$ cat src/rtl/m23_pkg.sv
// Package m23_pkg
// Shared encodings and constant patterns for the M23 overhead inserter.
// Assumes the fixed DS3 M23 layout of 7 subframes by 8 blocks.
package m23_pkg;

    // Defect indication source select
    typedef enum logic [1:0] {
        RDI_AUTO   = 2'b00,
        RDI_ONE    = 2'b01,
        RDI_ZERO   = 2'b10,
        RDI_AUTO_B = 2'b11
    } rdi_mode_e;

    // Multiframe alignment values for subframes 5..7, index 0 first
    localparam logic [2:0] MALIGN_PAT = 3'b010;

    // Subframe alignment values for blocks 2,4,6,8, index 0 first
    localparam logic [3:0] FALIGN_PAT = 4'b1001;

    // Class of the overhead slot that opens block 1 of a subframe
    typedef enum logic [1:0] {
        LEAD_X = 2'd0,
        LEAD_P = 2'd1,
        LEAD_M = 2'd2
    } lead_kind_e;

endpackage

$ cat src/rtl/m23_pos_ctr.sv
// Module m23_pos_ctr
// Tracks the position inside the multiframe as bit, block and subframe
// indices. Advances only when adv is high. Assumes all counts are at least 2.
module m23_pos_ctr #(
    parameter int NSUB     = 7,
    parameter int NBLK     = 8,
    parameter int BLK_BITS = 85,
    localparam int BW = $clog2(BLK_BITS),
    localparam int KW = $clog2(NBLK),
    localparam int SW = $clog2(NSUB)
) (
    input  logic          clk,
    input  logic          rst_n,
    input  logic          adv,
    output logic [BW-1:0] bit_idx,
    output logic [KW-1:0] blk_idx,
    output logic [SW-1:0] sub_idx,
    output logic          at_start,
    output logic          at_end
);

    logic bit_last, blk_last, sub_last;

    // Decode the terminal value of each index
    always_comb begin
        bit_last = (bit_idx == BW'(BLK_BITS - 1));
        blk_last = (blk_idx == KW'(NBLK - 1));
        sub_last = (sub_idx == SW'(NSUB - 1));
        at_end   = bit_last && blk_last && sub_last;
        at_start = (bit_idx == '0) && (blk_idx == '0) && (sub_idx == '0);
    end

    // Nested wrap-around counting of bit, block and subframe
    always_ff @(posedge clk) begin
        if (!rst_n) begin
            bit_idx <= '0;
            blk_idx <= '0;
            sub_idx <= '0;
        end else if (adv) begin
            if (bit_last) begin
                bit_idx <= '0;
                if (blk_last) begin
                    blk_idx <= '0;
                    sub_idx <= sub_last ? '0 : sub_idx + 1'b1;
                end else begin
                    blk_idx <= blk_idx + 1'b1;
                end
            end else begin
                bit_idx <= bit_idx + 1'b1;
            end
        end
    end

endmodule

$ cat src/rtl/m23_parity.sv
// Module m23_parity
// Accumulates the modulo-2 sum of payload bits over one multiframe and
// holds the previous multiframe's result. Output is 1 for even parity.
// Assumes the last bit of a multiframe is a payload bit.
module m23_parity (
    input  logic clk,
    input  logic rst_n,
    input  logic adv,
    input  logic is_pay,
    input  logic pay_in,
    input  logic mf_end,
    output logic par_bit
);

    logic acc;
    logic prev_sum;
    logic next_acc;

    // Fold the current bit into the running sum when it is payload
    always_comb begin
        next_acc = acc ^ (is_pay & pay_in);
    end

    // Running sum, latched and cleared at the multiframe boundary
    always_ff @(posedge clk) begin
        if (!rst_n) begin
            acc      <= 1'b0;
            prev_sum <= 1'b0;
        end else if (adv) begin
            if (mf_end) begin
                prev_sum <= next_acc;
                acc      <= 1'b0;
            end else begin
                acc <= next_acc;
            end
        end
    end

    // Even parity of the previous multiframe gives a 1
    assign par_bit = ~prev_sum;

endmodule

$ cat src/rtl/m23_oh_sel.sv
// Module m23_oh_sel
// Combinational choice of the overhead value for the slot that opens the
// current block. Assumes the 7 x 8 M23 layout: X in subframes 1-2,
// P in 3-4, M in 5-7; C in blocks 3,5,7 and F in blocks 2,4,6,8.
module m23_oh_sel
    import m23_pkg::*;
#(
    parameter int NSUB = 7,
    parameter int NBLK = 8,
    localparam int KW = $clog2(NBLK),
    localparam int SW = $clog2(NSUB)
) (
    input  logic [KW-1:0]   blk_idx,
    input  logic [SW-1:0]   sub_idx,
    input  logic [1:0]      rdi_mode,
    input  logic            defect_in,
    input  logic [NSUB-1:0] stuff_q,
    input  logic            par_bit,
    output logic            oh_bit
);

    lead_kind_e lead_kind;
    logic       rdi_bit;
    logic       lead_bit;
    logic [1:0] m_sel;

    // Classify the leading slot of the subframe
    always_comb begin
        if (sub_idx < SW'(2))      lead_kind = LEAD_X;
        else if (sub_idx < SW'(4)) lead_kind = LEAD_P;
        else                       lead_kind = LEAD_M;
        m_sel = 2'(sub_idx - SW'(4));
    end

    // Resolve the defect indication source
    always_comb begin
        case (rdi_mode_e'(rdi_mode))
            RDI_ONE:  rdi_bit = 1'b1;
            RDI_ZERO: rdi_bit = 1'b0;
            default:  rdi_bit = ~defect_in;
        endcase
    end

    // Value of the leading slot
    always_comb begin
        case (lead_kind)
            LEAD_X:  lead_bit = rdi_bit;
            LEAD_P:  lead_bit = par_bit;
            default: lead_bit = (m_sel < 2'd3) ? MALIGN_PAT[2 - m_sel] : 1'b0;
        endcase
    end

    // Pick the slot value from the block index
    always_comb begin
        if (blk_idx == '0)
            oh_bit = lead_bit;
        else if (blk_idx[0])
            oh_bit = FALIGN_PAT[3 - 2'(blk_idx[KW-1:1])];
        else
            oh_bit = stuff_q[sub_idx];
    end

endmodule

$ cat src/rtl/m23_oh_inserter.sv
// Module m23_oh_inserter (top)
// Builds the DS3 M23 multiframe from a serial payload stream: payload bits
// pass through and every overhead slot is overwritten. Output is registered
// and updates only on enabled bits. Assumes stuff_in is stable at the first
// bit of each multiframe, where it is captured.
module m23_oh_inserter #(
    parameter int NSUB     = 7,
    parameter int NBLK     = 8,
    parameter int BLK_BITS = 85
) (
    input  logic            clk,
    input  logic            rst_n,
    input  logic            bit_en,
    input  logic            pay_in,
    input  logic [1:0]      rdi_mode,
    input  logic            defect_in,
    input  logic [NSUB-1:0] stuff_in,
    output logic            ser_out,
    output logic            mf_sof
);

    localparam int BW = $clog2(BLK_BITS);
    localparam int KW = $clog2(NBLK);
    localparam int SW = $clog2(NSUB);

    logic [BW-1:0]   bit_idx;
    logic [KW-1:0]   blk_idx;
    logic [SW-1:0]   sub_idx;
    logic            at_start;
    logic            at_end;
    logic            is_oh;
    logic            par_bit;
    logic            oh_bit;
    logic [NSUB-1:0] stuff_q;

    // Overhead occupies the first bit of each block
    assign is_oh = (bit_idx == '0);

    m23_pos_ctr #(
        .NSUB(NSUB), .NBLK(NBLK), .BLK_BITS(BLK_BITS)
    ) u_pos (
        .clk(clk), .rst_n(rst_n), .adv(bit_en),
        .bit_idx(bit_idx), .blk_idx(blk_idx), .sub_idx(sub_idx),
        .at_start(at_start), .at_end(at_end)
    );

    m23_parity u_par (
        .clk(clk), .rst_n(rst_n), .adv(bit_en),
        .is_pay(~is_oh), .pay_in(pay_in), .mf_end(at_end),
        .par_bit(par_bit)
    );

    m23_oh_sel #(
        .NSUB(NSUB), .NBLK(NBLK)
    ) u_sel (
        .blk_idx(blk_idx), .sub_idx(sub_idx), .rdi_mode(rdi_mode),
        .defect_in(defect_in), .stuff_q(stuff_q), .par_bit(par_bit),
        .oh_bit(oh_bit)
    );

    // Per-tributary capture of the stuff-control value at multiframe start
    for (genvar g = 0; g < NSUB; g++) begin : g_stuff
        always_ff @(posedge clk) begin
            if (!rst_n)
                stuff_q[g] <= 1'b0;
            else if (bit_en && at_start)
                stuff_q[g] <= stuff_in[g];
        end
    end

    // Registered serial output and multiframe start flag
    always_ff @(posedge clk) begin
        if (!rst_n) begin
            ser_out <= 1'b0;
            mf_sof  <= 1'b0;
        end else if (bit_en) begin
            ser_out <= is_oh ? oh_bit : pay_in;
            mf_sof  <= at_start;
        end
    end

endmodule

$ cat config.mk
export PLATFORM = sky130hd
export DESIGN_NAME = m23_oh_inserter
export DESIGN_NICKNAME = d
export VERILOG_FILES = /design/src/rtl/m23_pkg.sv /design/src/rtl/m23_pos_ctr.sv /design/src/rtl/m23_parity.sv /design/src/rtl/m23_oh_sel.sv /design/src/rtl/m23_oh_inserter.sv
export SDC_FILE = /design/constraint.sdc
export NUM_CORES = 1
export LEC_CHECK = 0
export BUFFER_PORTS_ARGS = -buffer_cell sky130_fd_sc_hd__clkbuf_2
export CORE_UTILIZATION = 40
export DETAILED_ROUTE_END_ITERATION = 12
export SLEW_MARGIN = 20
export SYNTH_ARGS = -nofsm -noshare
export SYNTH_HDL_FRONTEND = slang
export SYNTH_SLANG_ARGS = --single-unit
$ cat constraint.sdc
create_clock -name clk -period 1.5 [get_ports clk]
set_input_delay 0.15 -clock clk [delete_from_list [all_inputs] [get_ports clk]]
set_output_delay 0.15 -clock clk [all_outputs]
set_load 0.1 [all_outputs]
Word level (Yosys, flattened, before mapping)

Index checks and enable logic that the tools add are counted.
Widths: inputs -> output; s select.

$add $sub $neg: 6
$lt $le $gt $ge: 6
Eq/ne operators: 6
Mux-type cells: 18
Bitwise gates (word level): 5
Reduce and logical (&&, ||, !) cells: 12

Operators by type and width:

| kind                | count |
|---|---|
| $lt 32x3->1 const B | 2 |
| $mux 1              | 8 |
| $add 7x1->7 const B | 1 |
| $eq 7x7->1 const B  | 1 |
| $logic_not 7->1     | 1 |
| $mux 7              | 1 |
| $add 3x1->3 const B | 2 |
| $eq 3x3->1 const B  | 2 |
| $logic_not 3->1     | 2 |
| $mux 3              | 2 |
| $sub 2x2->3 const A | 2 |
| $logic_and 1x1->1   | 5 |
| $bmux 1 s2          | 2 |
| $eq 2x1->1 const B  | 2 |
| $lt 3x4->1 const B  | 1 |
| $mux 2              | 2 |
| $pmux 1 s2          | 2 |
| $reduce_and 2->1    | 2 |
| $bmux 1 s3          | 1 |
| $lt 3x2->1 const B  | 1 |
| $lt 3x3->1 const B  | 1 |
| $not 1->1           | 3 |
| $reduce_and 3->1    | 1 |
| $eq 2x2->1 const B  | 1 |
| 5 further kinds     | 5 |

Register bits: 24

Depth between registers and ports, before layout

Gate-level depths: netlist (run 1).

Depth in word-level cells: 8
Gate-level depth with buffers: 7
Mapped depth without buffers: 6

By module

Synthesis (run 1) repeated with hierarchy kept, for this count alone.

Cell total of the unflattened synthesis: 166
Area, all modules: 1436.4 um^2

Modules (own cells, without submodules):

| module          | instances | cells an instance | area each (um^2) |
|---|---|---|---|
| m23_pos_ctr     | 1         | 91                | 793.3 |
| m23_oh_inserter | 1         | 42                | 396.6 |
| m23_oh_sel      | 1         | 20                | 146.4 |
| m23_parity      | 1         | 13                | 100.1 |

Worst setup path after synthesis (run 1)

No wires, ideal clock.

Path kind: register to register
Start point: reg u_pos.bit_idx[0]
End point: reg u_par.acc
Setup time: 127 ps
Arrival time: 1395 ps
Path slack: -23 ps
Cell stages (with the launch flop): 8
Buffers on the path: 1
Cell sequence: dfxtp_1 inv_1 ha_1 or3b_1 buf_6 o211ai_1 xor2_1 nor3b_1

Word-level cells in the longest chain between the ends: 5
Elaborated cells on any way between the ends: 8
Classes of those cells: 1 x eq/ne; 1 x mux; 3 x bitwise; 3 x reduce/logical

Ends and longest elaborated chain:

| element                | RTL line              | text |
|---|---|---|
| from (decl)            | m23_pos_ctr.sv:15     | `output logic [BW-1:0] bit_idx,` |
| from (signal assigned) | m23_pos_ctr.sv:49     | `bit_idx <= bit_idx + 1'b1;` |
| $logic_not 7->1        | m23_oh_inserter.sv:37 | `assign is_oh = (bit_idx == '0);` |
| $not 1->1              | m23_oh_inserter.sv:49 | `.is_pay(~is_oh), .pay_in(pay_in), .mf_end(at_end),` |
| $and 1x1->1            | m23_parity.sv:21      | `next_acc = acc ^ (is_pay & pay_in);` |
| $xor 1x1->1            | m23_parity.sv:21      |  |
| $mux 1 (*)             | m23_parity.sv:30      | `if (mf_end) begin` |
| to (signal assigned)   | m23_parity.sv:34      | `acc <= next_acc;` |
| to (decl)              | m23_parity.sv:15      | `logic acc;` |

Every way passes the cells marked *; elsewhere a longest branch is shown, timed or not.
A chain may end at the register's enable or synchronous reset.

Worst setup path in the final report (run 1)

Start point: reg u_pos.bit_idx[1]
End point: reg u_pos.sub_idx[1]

Word-level cells in the longest chain between the ends: 2

Ends and longest elaborated chain:

| element                    | RTL line          | text |
|---|---|---|
| $eq 7x7->1                 | m23_pos_ctr.sv:26 | `bit_last = (bit_idx == BW'(BLK_BITS - 1));` |
| $reduce_and 3->1 (no line) | -                 |  |
| to (signal assigned)       | m23_pos_ctr.sv:44 | `sub_idx <= sub_last ? '0 : sub_idx + 1'b1;` |
| to (decl)                  | m23_pos_ctr.sv:17 | `output logic [SW-1:0] sub_idx,` |

Every way passes these cells.

==> impl_results.md, run 1 <==
* Worst skew pair latency at 0.33 ns
* Cell depth of the worst min-delay path at 3
* Worst endpoint data arrival time at 1.81 ns
* Floorplan die height at 58.93 um
* WS Path Type: flop to flop
* Total of warnings raised by yosys at 0
* DR WL/cell at roughly 13 um
* Share of post-route cells with drive strength above 1 at between 30% and 40%
* Antenna violations before repair at 0
* Share of the clock period used by the worst path at 101.8%
* Leading cell type in the layout, fill and taps excluded: sky130_fd_sc_hd__dfxtp_1
* Post-synthesis instance area at 0.001296 mm^2
* Xor-xnor portion of the synthesized cell area at 4.730%
* Worst flop-to-flop path startpoint: u_pos.bit_idx[1]$_SDFFE_PN0P_
* Inserted Clock Buffers at 3
* Overall Global Routing Usage at between 15 and 20%
* Main flop type after synthesis: sky130_fd_sc_hd__dfxtp_1
* Timing-limited maximum frequency at 654.9 MHz
* First drt pass iteration count at 4
* Number of max-slew violations in the final report at 0
* Core ar. at 0.003053 mm^2
* Number of rows created at floorplan at 20
* Count of hold-fix buffers inserted at cts at 0
* Share of the yosys chip area belonging to registers at 37.07%
* Reg-to-reg setup timing slack at -0.03 ns
* Core Util, Final at 52.91%
* Area growth from synthesis to layout at 24.61%
* Nets@finish at 188
* Via count of the first global-routing pass at 1009
* Compound-Gate Fraction of Synth Area at 15.15%
* Total of max-cap violations at 0
* Number of standard cells after synthesis at between 100 and 150
* Mean instance size in the synthesized netlist at just over 9 um^2
* Largest buffer count on any clock path at 2
* Leakage power total at 0.6542 nW
* Initial core utilization at 42.46%
* Power per Cell Area at 803.7 mW/mm^2
* Beginning of the worst hold path: stuff_in[2]
* Cell area after placement at 0.001500 mm^2
* DR vias/cell at 5.161
* Final worst clock skew at 0.007476 ns
* Worst min-delay path endpoint: stuff_q[2]$_SDFFE_PN0P_
* Dpl hpwl at 1973 um
* Violations in the final reports: setup timing
* Worst r2r dst: u_pos.sub_idx[1]$_SDFFE_PN0P_
* Result of the run: complete, but fails checks
* Type of destination of the critical path: flop
* Number of DRC markers in iteration 0 at 25
* Mux contribution to synthesized area at 9.266%
* Startpoint types: flop
* Req. time, crit path at 1.78 ns
* Number of nets with antenna violations after detailed routing at 0
* Flops & latches, synth at 24
* Number of antenna cells inserted at 0
* Worst hold path type: primary input to flop
* Number of distinct standard cells referenced by the synthesized netlist at 43
* Fin. Hold Viols at 0
* Die Wd at 58.93 um
* RSZ-0062 raised after global routing: true
* Simple-gate area share of the yosys netlist at a little under a quarter
* H-tree levels at 1
* Number of synthesized flops with an enable pin at 0
* Overflow after GRT at 0
* Slew at the pin with the worst max-slew slack at approximately 0.54 ns
* Overall die area at around 0.0035 mm^2
* Root cell of the clock tree: sky130_fd_sc_hd__clkbuf_4
* Highest fanout seen on the critical path at 7
* R2r worst-path depth at 6
* Largest net degree at the start of global routing at 19
* Clk sink count at 24
* Wire length of the first global-routing pass at 4588 um
* Slew HR at 64.29%
* Crit path time final at 1.527 ns
* Fraction of registers with async set/reset at 0%
* Clk pin slew, worst setup/hold paths at 0.14 ns
* CTS tree: built
* Count of unresolved DRC violations after routing at 0
* Final setup margin at -0.02704 ns
* Post-route cell area at about 0.0016 mm^2
* Routability congestion estimate at 0.7840
* VDD IR-drop max at about 0.33 mV
* Final number of setup-violating endpoints at 4
* Boundary Pins at 16
* Final wirelength at 2708 um
* Main combinational cell family by area after synthesis: simple AND/OR/NAND/NOR gates
* DR vias at 1089
* Top library cells by usage in the layout, fill and taps aside: sky130_fd_sc_hd__dfxtp_1, sky130_fd_sc_hd__clkbuf_2, sky130_fd_sc_hd__buf_4
* Port bufs at 15
* Total nets after synthesis at 159
* Adder and majority cell fraction of the synthesized area at 5.792%
==> cell families after synthesis <==
logic type	count (synthesis)
DFF	24
buffers and inverters	12
muxes	12
adders and majority gates	6
and+or+nand+nor	49
AOI/OAI and AO/OA	29
xor gates and xnor gates	7
==> power by group <==
part | switching (mW) | internal (mW) | leakage (nW) | total, mW
Sequential | 0.0167 | 0.665 | 0.197 | 0.682
Clock | 0.206 | 0.149 | 0.0210 | 0.355
Combinational | 0.143 | 0.120 | 0.436 | 0.262
Total | 0.365 | 0.933 | 0.654 | 1.30
==> timing repair <==
item	in CTS	in global routing
gates resized for setup	9	10
pin swaps	3	4
setup buffers	1	2
endpoints found under the setup margin	17	21
cloned	0	0
==> layout make-up <==
type	instances	area (um^2)
Clock buffer	4	36.28
Inverter	6	22.52
Timing Repair Buffer	30	200.2
Tap cell	44	55.05
Multi-Input combinational cell	103	813.3
Sequential cell	24	488.0
Fill cell	305	1438
==> state kept, by name, indices dropped and copies added (netlist names) <==
register and count:
mf_sof 1, ser_out 1, stuff_q 7, u_par.acc 1, u_par.prev_sum 1, u_pos.bit_idx 7, u_pos.blk_idx 3, u_pos.sub_idx 3
==> worst max-delay path, stage by stage, from the launching register on <==
cell	delay, ns
sky130_fd_sc_hd__dfxtp_2	0.35
sky130_fd_sc_hd__inv_2	0.06
sky130_fd_sc_hd__ha_4	0.12
sky130_fd_sc_hd__or3b_4	0.45
sky130_fd_sc_hd__nor2_4	0.15
sky130_fd_sc_hd__and3_4	0.19
sky130_fd_sc_hd__o221a_1	0.17
==> worst max path at each step <==
stage | from | endpoint | slack, ns | cells past startpoint
after CTS | u_pos.bit_idx[0]$_SDFFE_PN0P_ | u_par.acc$_SDFFE_PN0P_ | -0.03 | 6
after global routing | u_pos.bit_idx[1]$_SDFFE_PN0P_ | ser_out$_SDFFE_PN0P_ | -0.10 | 6
after global placement | u_pos.bit_idx[0]$_SDFFE_PN0P_ | u_par.acc$_SDFFE_PN0P_ | -0.09 | 6
after detailed placement | u_pos.bit_idx[1]$_SDFFE_PN0P_ | u_par.acc$_SDFFE_PN0P_ | -0.15 | 6
final | u_pos.bit_idx[1]$_SDFFE_PN0P_ | u_pos.sub_idx[1]$_SDFFE_PN0P_ | -0.03 | 6
after floorplan | u_pos.bit_idx[0]$_SDFFE_PN0P_ | u_par.acc$_SDFFE_PN0P_ | -0.01 | 7
==> per-layer routing <==
layer	up-vias	global-route usage (%)	share of wire [%]
met2	21	27.44	47
met4	0	7.823	2.1
met5	-	0	0
met1	505	23.65	48
met3	6	3.516	3.2
li1	557	-	-
==> Yosys cell counts, types with 2 or more instances <==
master | number | share of area [%]
sky130_fd_sc_hd__dfxtp_1 | 24 | 37
sky130_fd_sc_hd__mux2i_1 | 12 | 9.3
sky130_fd_sc_hd__nor2b_1 | 10 | 4.8
sky130_fd_sc_hd__nor2_1 | 8 | 2.3
sky130_fd_sc_hd__ha_1 | 6 | 5.8
sky130_fd_sc_hd__inv_1 | 6 | 1.7
sky130_fd_sc_hd__nand2_1 | 6 | 1.7
sky130_fd_sc_hd__xor2_1 | 6 | 4.1
sky130_fd_sc_hd__a21oi_1 | 5 | 1.9
sky130_fd_sc_hd__a21boi_1 | 4 | 2.3
sky130_fd_sc_hd__nand4_1 | 4 | 1.9
sky130_fd_sc_hd__o21ai_0 | 4 | 1.5
sky130_fd_sc_hd__o21ai_1 | 4 | 1.5
sky130_fd_sc_hd__buf_2 | 3 | 1.2
sky130_fd_sc_hd__nand2b_1 | 3 | 1.4
sky130_fd_sc_hd__or3_1 | 3 | 1.4
sky130_fd_sc_hd__clkbuf_1 | 2 | 0.58
sky130_fd_sc_hd__nand3_1 | 2 | 0.77
sky130_fd_sc_hd__nand3b_1 | 2 | 1.2
sky130_fd_sc_hd__o211ai_1 | 2 | 1.2
==> through the flow <==
stage                     total power [mW]  worst slack (ns)  instances   TNS, ns  hold slack [ns]
after global placement              0.9201          -0.08826        204   -0.7307           0.4046
after CTS                            1.294          -0.02725        209  -0.05537          0.07182
after detailed placement            0.9292           -0.1538        204    -1.502           0.4180
after global routing                 1.366           -0.1003        211    -1.125          0.06994
final                                1.298          -0.02704        211  -0.07055          0.07133
after floorplan                     0.8630          -0.01208        139  -0.01208           0.2782
Power figures use the tool's default switching activity.
==> inputs of run 2 (changes only) <==
--- a/config.mk
+++ b/config.mk
@@ -8,6 +8,7 @@
 export BUFFER_PORTS_ARGS = -buffer_cell sky130_fd_sc_hd__clkbuf_2
 export CORE_UTILIZATION = 40
 export DETAILED_ROUTE_END_ITERATION = 12
+export SKIP_LAST_GASP = 1
 export SLEW_MARGIN = 20
 export SYNTH_ARGS = -nofsm -noshare
 export SYNTH_HDL_FRONTEND = slang
==> impl_results.md, run 2 (synthesis gave the netlist of run 1 again) <==
* Number of max-slew violations in the final report at 0 (unchanged)
* Final setup margin at -0.03162 ns (-0.004582 ns)
* Worst flop-to-flop path startpoint: u_pos.bit_idx[1]$_SDFFE_PN0P_
* Overall die area at 0.003472 mm^2 (unchanged)
* Core Util, Final at 52.83% (-0.082 points)
* Overall Global Routing Usage at 17.67% (unchanged)
* Worst skew pair latency at 0.32 ns (about the same)
* WS Path Type: flop to flop
* Final number of setup-violating endpoints at 4 (unchanged)
* Share of the clock period used by the worst path at 102.1% (+0.31 points)
* Cell area after placement at 0.001500 mm^2 (unchanged)
* Worst r2r dst: u_par.acc$_SDFFE_PN0P_
* CTS tree: built
* Power per Cell Area at 804.1 mW/mm^2 (about the same)
* Worst min-delay path endpoint: stuff_q[2]$_SDFFE_PN0P_
* Req. time, crit path at 1.75 ns (-0.03 ns)
* Count of unresolved DRC violations after routing at 0 (unchanged)
* Violations in the final reports: setup timing
* Largest registers ranked by flip-flop count: stuff_q (7), u_pos.bit_idx (7)
* Number of buffers and inverters on the critical path at 1 (unchanged)
* Fraction of power spent switching nets at 27.93% (-0.19 points)
* Via count of the first global-routing pass at 1009 (unchanged)
* Crit-path cells: inv_2 > ha_4 > or3b_4 > o211ai_1 > xor2_1 > nor3b_1
* Wire length of the first global-routing pass at 4588 um (unchanged)
* Fin. Hold Viols at 0 (unchanged)
* Largest net degree at the start of global routing at 19 (unchanged)
* Post-route cell area at 0.001613 mm^2 (-0.15%)
* RSZ-0062 raised after global routing: true
* Setup total negative slack at -0.06309 ns (+0.007459 ns)
* Startpoint types: flop
* DR vias at 1098 (+0.83%)
* Root cell of the clock tree: sky130_fd_sc_hd__clkbuf_4
* Number of filler cells placed in the layout at 301 (-1.3%)
* Reg-to-reg setup timing slack at -0.03 ns (about the same)
* Non-Filler Instances at 211 (unchanged)
* Area growth from synthesis to layout at 24.42%
* Part of the power in the clock network at 27.1% (-0.2 points)
* Core ar. at 0.003053 mm^2 (unchanged)
* Post-layout total power at 1.297 mW (about the same)
* Worst endpoint data arrival time at 1.78 ns (-0.03 ns)
* Register area at 485.5 um^2 (-0.51%)
* Floorplan die height at 58.93 um (unchanged)
* Leading cell type in the layout, fill and taps excluded: sky130_fd_sc_hd__dfxtp_1
* Top library cells by usage in the layout, fill and taps aside: sky130_fd_sc_hd__dfxtp_1, sky130_fd_sc_hd__clkbuf_2, sky130_fd_sc_hd__buf_4
* Internal power at 934.7 uW (+0.16%)
* Inserted Clock Buffers at 3 (unchanged)
* Dpl hpwl at 1973 um (unchanged)
* Die Wd at 58.93 um (unchanged)
* Initial core utilization at 42.46% (unchanged)
* Cell Count Post-Placement at 204 (unchanged)
* Clk pin slew, worst setup/hold paths at 0.14 ns (about the same)
* Result of the run: complete, but fails checks
* Boundary Pins at 16 (unchanged)
* Share of post-route cells with drive strength above 1 at 32.34% (-0.60 points)
* Highest fanout seen on the critical path at 7 (unchanged)
* Largest buffer count on any clock path at 2 (unchanged)
* Leakage power total at 0.6536 nW (about the same)
* Number of DRC markers in iteration 0 at 23 (-8.0%)
* Type of destination of the critical path: flop
* Total of max-cap violations at 0 (unchanged)
* Routability congestion estimate at 0.7840 (unchanged)
* First drt pass iteration count at 4 (unchanged)
* Dpl ws at -0.1538 ns (unchanged)
* Part of the total power dissipated in combinational logic at 20.3% (about the same)
* Count of hold-fix buffers inserted at cts at 0 (unchanged)
* Antenna violations before repair at 0 (unchanged)
* Stages on worst setup path at 6 (unchanged)
* Beginning of the worst hold path: stuff_in[2]
* Final worst clock skew at 0.009761 ns (+0.002285 ns)
* Family of cells with the greatest summed delay on the critical path: simple AND/OR/NAND/NOR gates
* Number of antenna cells inserted at 0 (unchanged)
* Crit path time final at 1.532 ns (+0.004582 ns)
* Overflow after GRT at 0 (unchanged)
* H-tree levels at 1 (unchanged)
* Smallest hold slack at 0.07416 ns (+0.002831 ns)
* Final wirelength at 2690 um (-0.66%)
* Port bufs at 15 (unchanged)
* Clk sink count at 24 (unchanged)
* Timing-limited maximum frequency at 652.9 MHz (-0.30%)
* Seq pwr share at 52.7% (+0.2 points)
* Area of combinational cells with multiple inputs at 813.3 um^2 (unchanged)
* Worst hold path type: primary input to flop
* R2r worst-path depth at 6 (unchanged)
* VDD IR-drop max at 0.3644 mV (+9.8%)
* Cell depth of the worst min-delay path at 3 (unchanged)
* DR vias/cell at 5.204 (+0.83%)
* Cell with the largest stage delay on the worst path: sky130_fd_sc_hd__or3b_4
* Crit path largest cell delay at 0.45 ns (about the same)
* Number of nets with antenna violations after detailed routing at 0 (unchanged)
* DR WL/cell at 12.75 um (-0.66%)
* Nets@finish at 188 (unchanged)
* Slew HR at 64.29% (unchanged)
* Switching Power at 362.3 uW (-0.77%)
* Slew at the pin with the worst max-slew slack at 0.5380 ns (unchanged)
* Number of rows created at floorplan at 20 (unchanged)
==> run 2: cell counts in the layout (fill, tap and decap cells not counted) <==
No cell type changed its count.
==> run 2: layout make-up <==
class                           count  share of cell area [%]
Tap cell                           44                   3.413
Multi-Input combinational cell    103                   50.43
Inverter                            6                   1.396
Clock buffer                        4                   2.250
Sequential cell                    24                   30.10
Timing Repair Buffer               30                   12.41
==> run 2: repair_timing <==
item,4_1_cts,5_1_grt
pin swaps,3,4
gates resized for setup,9,8
endpoints found under the setup margin,17,21
buffers inserted,1,2
==> run 2: how the worst max path moves through the flow <==
stage | from | to | slack [ns]
detailed placement | u_pos.bit_idx[1]$_SDFFE_PN0P_ | u_par.acc$_SDFFE_PN0P_ | -0.15
global placement | u_pos.bit_idx[0]$_SDFFE_PN0P_ | u_par.acc$_SDFFE_PN0P_ | -0.09
CTS | u_pos.bit_idx[0]$_SDFFE_PN0P_ | u_par.acc$_SDFFE_PN0P_ | -0.03
global route | u_pos.bit_idx[1]$_SDFFE_PN0P_ | ser_out$_SDFFE_PN0P_ | -0.1
finish | u_pos.bit_idx[1]$_SDFFE_PN0P_ | u_par.acc$_SDFFE_PN0P_ | -0.03
floorplan | u_pos.bit_idx[0]$_SDFFE_PN0P_ | u_par.acc$_SDFFE_PN0P_ | -0.01
==> run 2: power groups by stage <==
stage	Sequential [mW]	Clock [mW]	Combinational, mW
floorplan	0.733	0	0.130
global placement	0.694	0	0.227
detailed placement	0.696	0	0.234
CTS	0.683	0.360	0.251
global route	0.687	0.398	0.286
finish	0.683	0.351	0.263
==> run 2: worst register-to-register path, cell delays in order (launching register included) <==
cell and delay [ns]:
sky130_fd_sc_hd__dfxtp_2 0.35, sky130_fd_sc_hd__inv_2 0.06, sky130_fd_sc_hd__ha_4 0.12, sky130_fd_sc_hd__or3b_4 0.45, sky130_fd_sc_hd__o211ai_1 0.21, sky130_fd_sc_hd__xor2_1 0.09
sky130_fd_sc_hd__nor3b_1 0.18
==> run 2: per-layer routing <==
| metal | global-route usage (%) | part of all wire (%) | up-vias |
|---|---|---|---|
| met5 | 0 | 0 | - |
| met4 | 7.823 | 3.2 | 0 |
| met3 | 3.516 | 3.6 | 8 |
| met2 | 27.44 | 45 | 27 |
| met1 | 23.65 | 48 | 506 |
| li1 | - | - | 557 |
==> inputs of run 3 (changes only) <==
--- a/config.mk
+++ b/config.mk
@@ -6,8 +6,9 @@
 export NUM_CORES = 1
 export LEC_CHECK = 0
 export BUFFER_PORTS_ARGS = -buffer_cell sky130_fd_sc_hd__clkbuf_2
-export CORE_UTILIZATION = 40
+export CORE_UTILIZATION = 44
 export DETAILED_ROUTE_END_ITERATION = 12
+export PLACE_DENSITY = 0.66
 export SKIP_LAST_GASP = 1
 export SLEW_MARGIN = 20
 export SYNTH_ARGS = -nofsm -noshare
==> impl_results.md, run 3 (synthesis gave the netlist of run 1 again) <==
* Count of hold-fix buffers inserted at cts at 0 (unchanged)
* DR WL/cell at 14.12 um (+11%)
* Final number of setup-violating endpoints at 9 (+5)
* Part of the power in the clock network at 34.8% (+7.7 points)
* CTS tree: built
* Switching Power at 387.4 uW (+6.9%)
* Slew at the pin with the worst max-slew slack at 0.5375 ns (-0.0005495 ns)
* Area growth from synthesis to layout at 24.23%
* Top library cells by usage in the layout, fill and taps aside: sky130_fd_sc_hd__dfxtp_1, sky130_fd_sc_hd__clkbuf_2, sky130_fd_sc_hd__buf_4
* Count of unresolved DRC violations after routing at 0 (unchanged)
* Share of post-route cells with drive strength above 1 at 30.95% (-1.4 points)
* Total of max-cap violations at 0 (unchanged)
* Crit path time final at 1.559 ns (+0.02765 ns)
* H-tree levels at 1 (unchanged)
* Clk sink count at 24 (unchanged)
* Overall die area at 0.003167 mm^2 (-8.8%)
* Seq pwr share at 47.4% (-5.3 points)
* Final worst clock skew at 0.01494 ns (+0.005176 ns)
* Largest buffer count on any clock path at 2 (unchanged)
* Startpoint types: flop
* Result of the run: complete, but fails checks
* WS Path Type: flop to flop
* Number of rows created at floorplan at 19 (-5.0%)
* Internal power at 1.049 mW (+12%)
* Number of nets with antenna violations after detailed routing at 0 (unchanged)
* DR vias/cell at 5.573 (+7.1%)
* RSZ-0062 raised after global routing: true
* Metal2 WL at 1260 um (+3.4%)
* Wire length of the first global-routing pass at 4616 um (+0.61%)
* Inserted Clock Buffers at 3 (unchanged)
* Power per Cell Area at 892.3 mW/mm^2 (+11%)
* Nets@finish at 189 (+0.53%)
* VDD IR-drop max at 0.5216 mV (+43%)
* DR vias at 1109 (+1.0%)
* Non-Filler Instances at 199 (-5.7%)
* Met3 routed wirelength at 94 um (-4.1%)
* Final wirelength at 2809 um (+4.4%)
* Worst skew pair latency at 0.35 ns (+0.03 ns)
* Smallest hold slack at 0.04672 ns (-0.02745 ns)
* Violations in the final reports: setup timing
* Fraction of power spent switching nets at 26.96% (-0.97 points)
* First drt pass iteration count at 6 (+2)
* Die Wd at 56.28 um (-4.5%)
* Dpl hpwl at 1941 um (-1.6%)
* Core ar. at 0.002781 mm^2 (-8.9%)
* Cell Count Post-Placement at 192 (-5.9%)
* Leading cell type in the layout, fill and taps excluded: sky130_fd_sc_hd__dfxtp_1
* Metal1 wirelength at 1388 um (+8.0%)
* Clk pin slew, worst setup/hold paths at 0.15 ns (about the same)
* Number of filler cells placed in the layout at 251 (-17%)
* Leakage power total at 0.6662 nW (+1.9%)
* Number of max-slew violations in the final report at 0 (unchanged)
* Largest registers ranked by flip-flop count: stuff_q (7), u_pos.bit_idx (7)
* Number of antenna cells inserted at 0 (unchanged)
* Antenna violations before repair at 0 (unchanged)
* Port bufs at 15 (unchanged)
* Fin. Hold Viols at 0 (unchanged)
* Timing-limited maximum frequency at 641.3 MHz (-1.8%)
* Worst endpoint data arrival time at 1.82 ns (+0.04 ns)
* Number of DRC markers in iteration 0 at 66 (+190%)
* Final setup margin at -0.05927 ns (-0.02765 ns)
* Type of destination of the critical path: flop
* Initial core utilization at 46.60% (+4.1 points)
* Slew HR at 64.32% (about the same)
* Root cell of the clock tree: sky130_fd_sc_hd__clkbuf_4
* Share of the clock period used by the worst path at 104.0% (+1.8 points)
* Routability congestion estimate at 0.7997 (+2.0%)
* Part of the total power dissipated in combinational logic at 17.8% (-2.5 points)
* Floorplan die height at 56.28 um (-4.5%)
* Overall Global Routing Usage at 18.64% (+0.97 points)
* Highest fanout seen on the critical path at 8 (+1)
* Via count of the first global-routing pass at 1065 (+5.6%)
* Req. time, crit path at 1.76 ns (about the same)
* Uppermost layer routed: met4
* Overflow after GRT at 0 (unchanged)
* Boundary Pins at 16 (unchanged)
* Largest net degree at the start of global routing at 19 (unchanged)
* Worst hold path type: primary input to flop
-- run 3: per-layer routing --
layer	vias to the layer above	track usage, %
met5	-	0
met4	0	9.408
met3	7	2.995
met2	27	30.27
met1	515	23.91
li1	560	-
-- run 3: worst max-delay path, stage by stage, from the launching register on --
cell,delay (ns)
sky130_fd_sc_hd__dfxtp_2,0.35
sky130_fd_sc_hd__inv_2,0.07
sky130_fd_sc_hd__ha_4,0.12
sky130_fd_sc_hd__nor3b_2,0.34
sky130_fd_sc_hd__nand4_2,0.18
sky130_fd_sc_hd__buf_12,0.19
sky130_fd_sc_hd__mux2i_1,0.16
sky130_fd_sc_hd__nor2b_1,0.07
-- run 3: final cells by class --
class	instances	area (um^2)	area share [%]
well taps	31	38.79	2.409
inverters	6	22.52	1.399
multi-input cells	103	800.8	49.73
clock buffers	3	22.52	1.399
repair buffers	31	207.7	12.90
clock inverters	1	30.03	1.865
flip-flops and latches	24	488.0	30.30
-- run 3: power groups by stage --
stage                     sequential [mW]  clock [mW]  combinational [mW]
after CTS                           0.681       0.500               0.249
after global placement              0.693           0               0.229
final                               0.681       0.500               0.256
after global routing                0.684       0.519               0.278
after floorplan                     0.733           0               0.130
after detailed placement            0.695           0               0.236
-- run 3: worst paths after layout --
path,endpoint,slack (ns),cells after the start,start
setup / recovery,stuff_q[4]$_SDFFE_PN0P_,-0.06,7,u_pos.bit_idx[1]$_SDFFE_PN0P_
hold / removal,stuff_q[0]$_SDFFE_PN0P_,0.05,3,stuff_in[0]
setup reg to reg,stuff_q[4]$_SDFFE_PN0P_,-0.06,7,u_pos.bit_idx[1]$_SDFFE_PN0P_
hold reg to reg,mf_sof$_SDFFE_PN0P_,0.49,2,mf_sof$_SDFFE_PN0P_
-- run 3: metrics by stage --
step                      cell area, um^2  setup WS, ns  TNS (ns)  total power [mW]  utilization [%]
after global placement               1491      -0.08532   -0.6840            0.9220            53.62
final                                1610      -0.05927   -0.3039             1.437            57.89
after global routing                 1610       -0.1452    -1.702             1.482            57.89
after detailed placement             1491       -0.1282    -1.023            0.9308            53.62
after CTS                            1559      -0.03285  -0.09563             1.430            56.05
after floorplan                      1301      -0.01208  -0.01208            0.8630                -
-- run 3: repair_timing --
| item | in CTS | in global routing |
|---|---|---|
| pin swaps | 0 | 5 |
| gates resized for setup | 4 | 11 |
| endpoints found under the setup margin | 19 | 22 |
| buffers inserted | 1 | 2 |
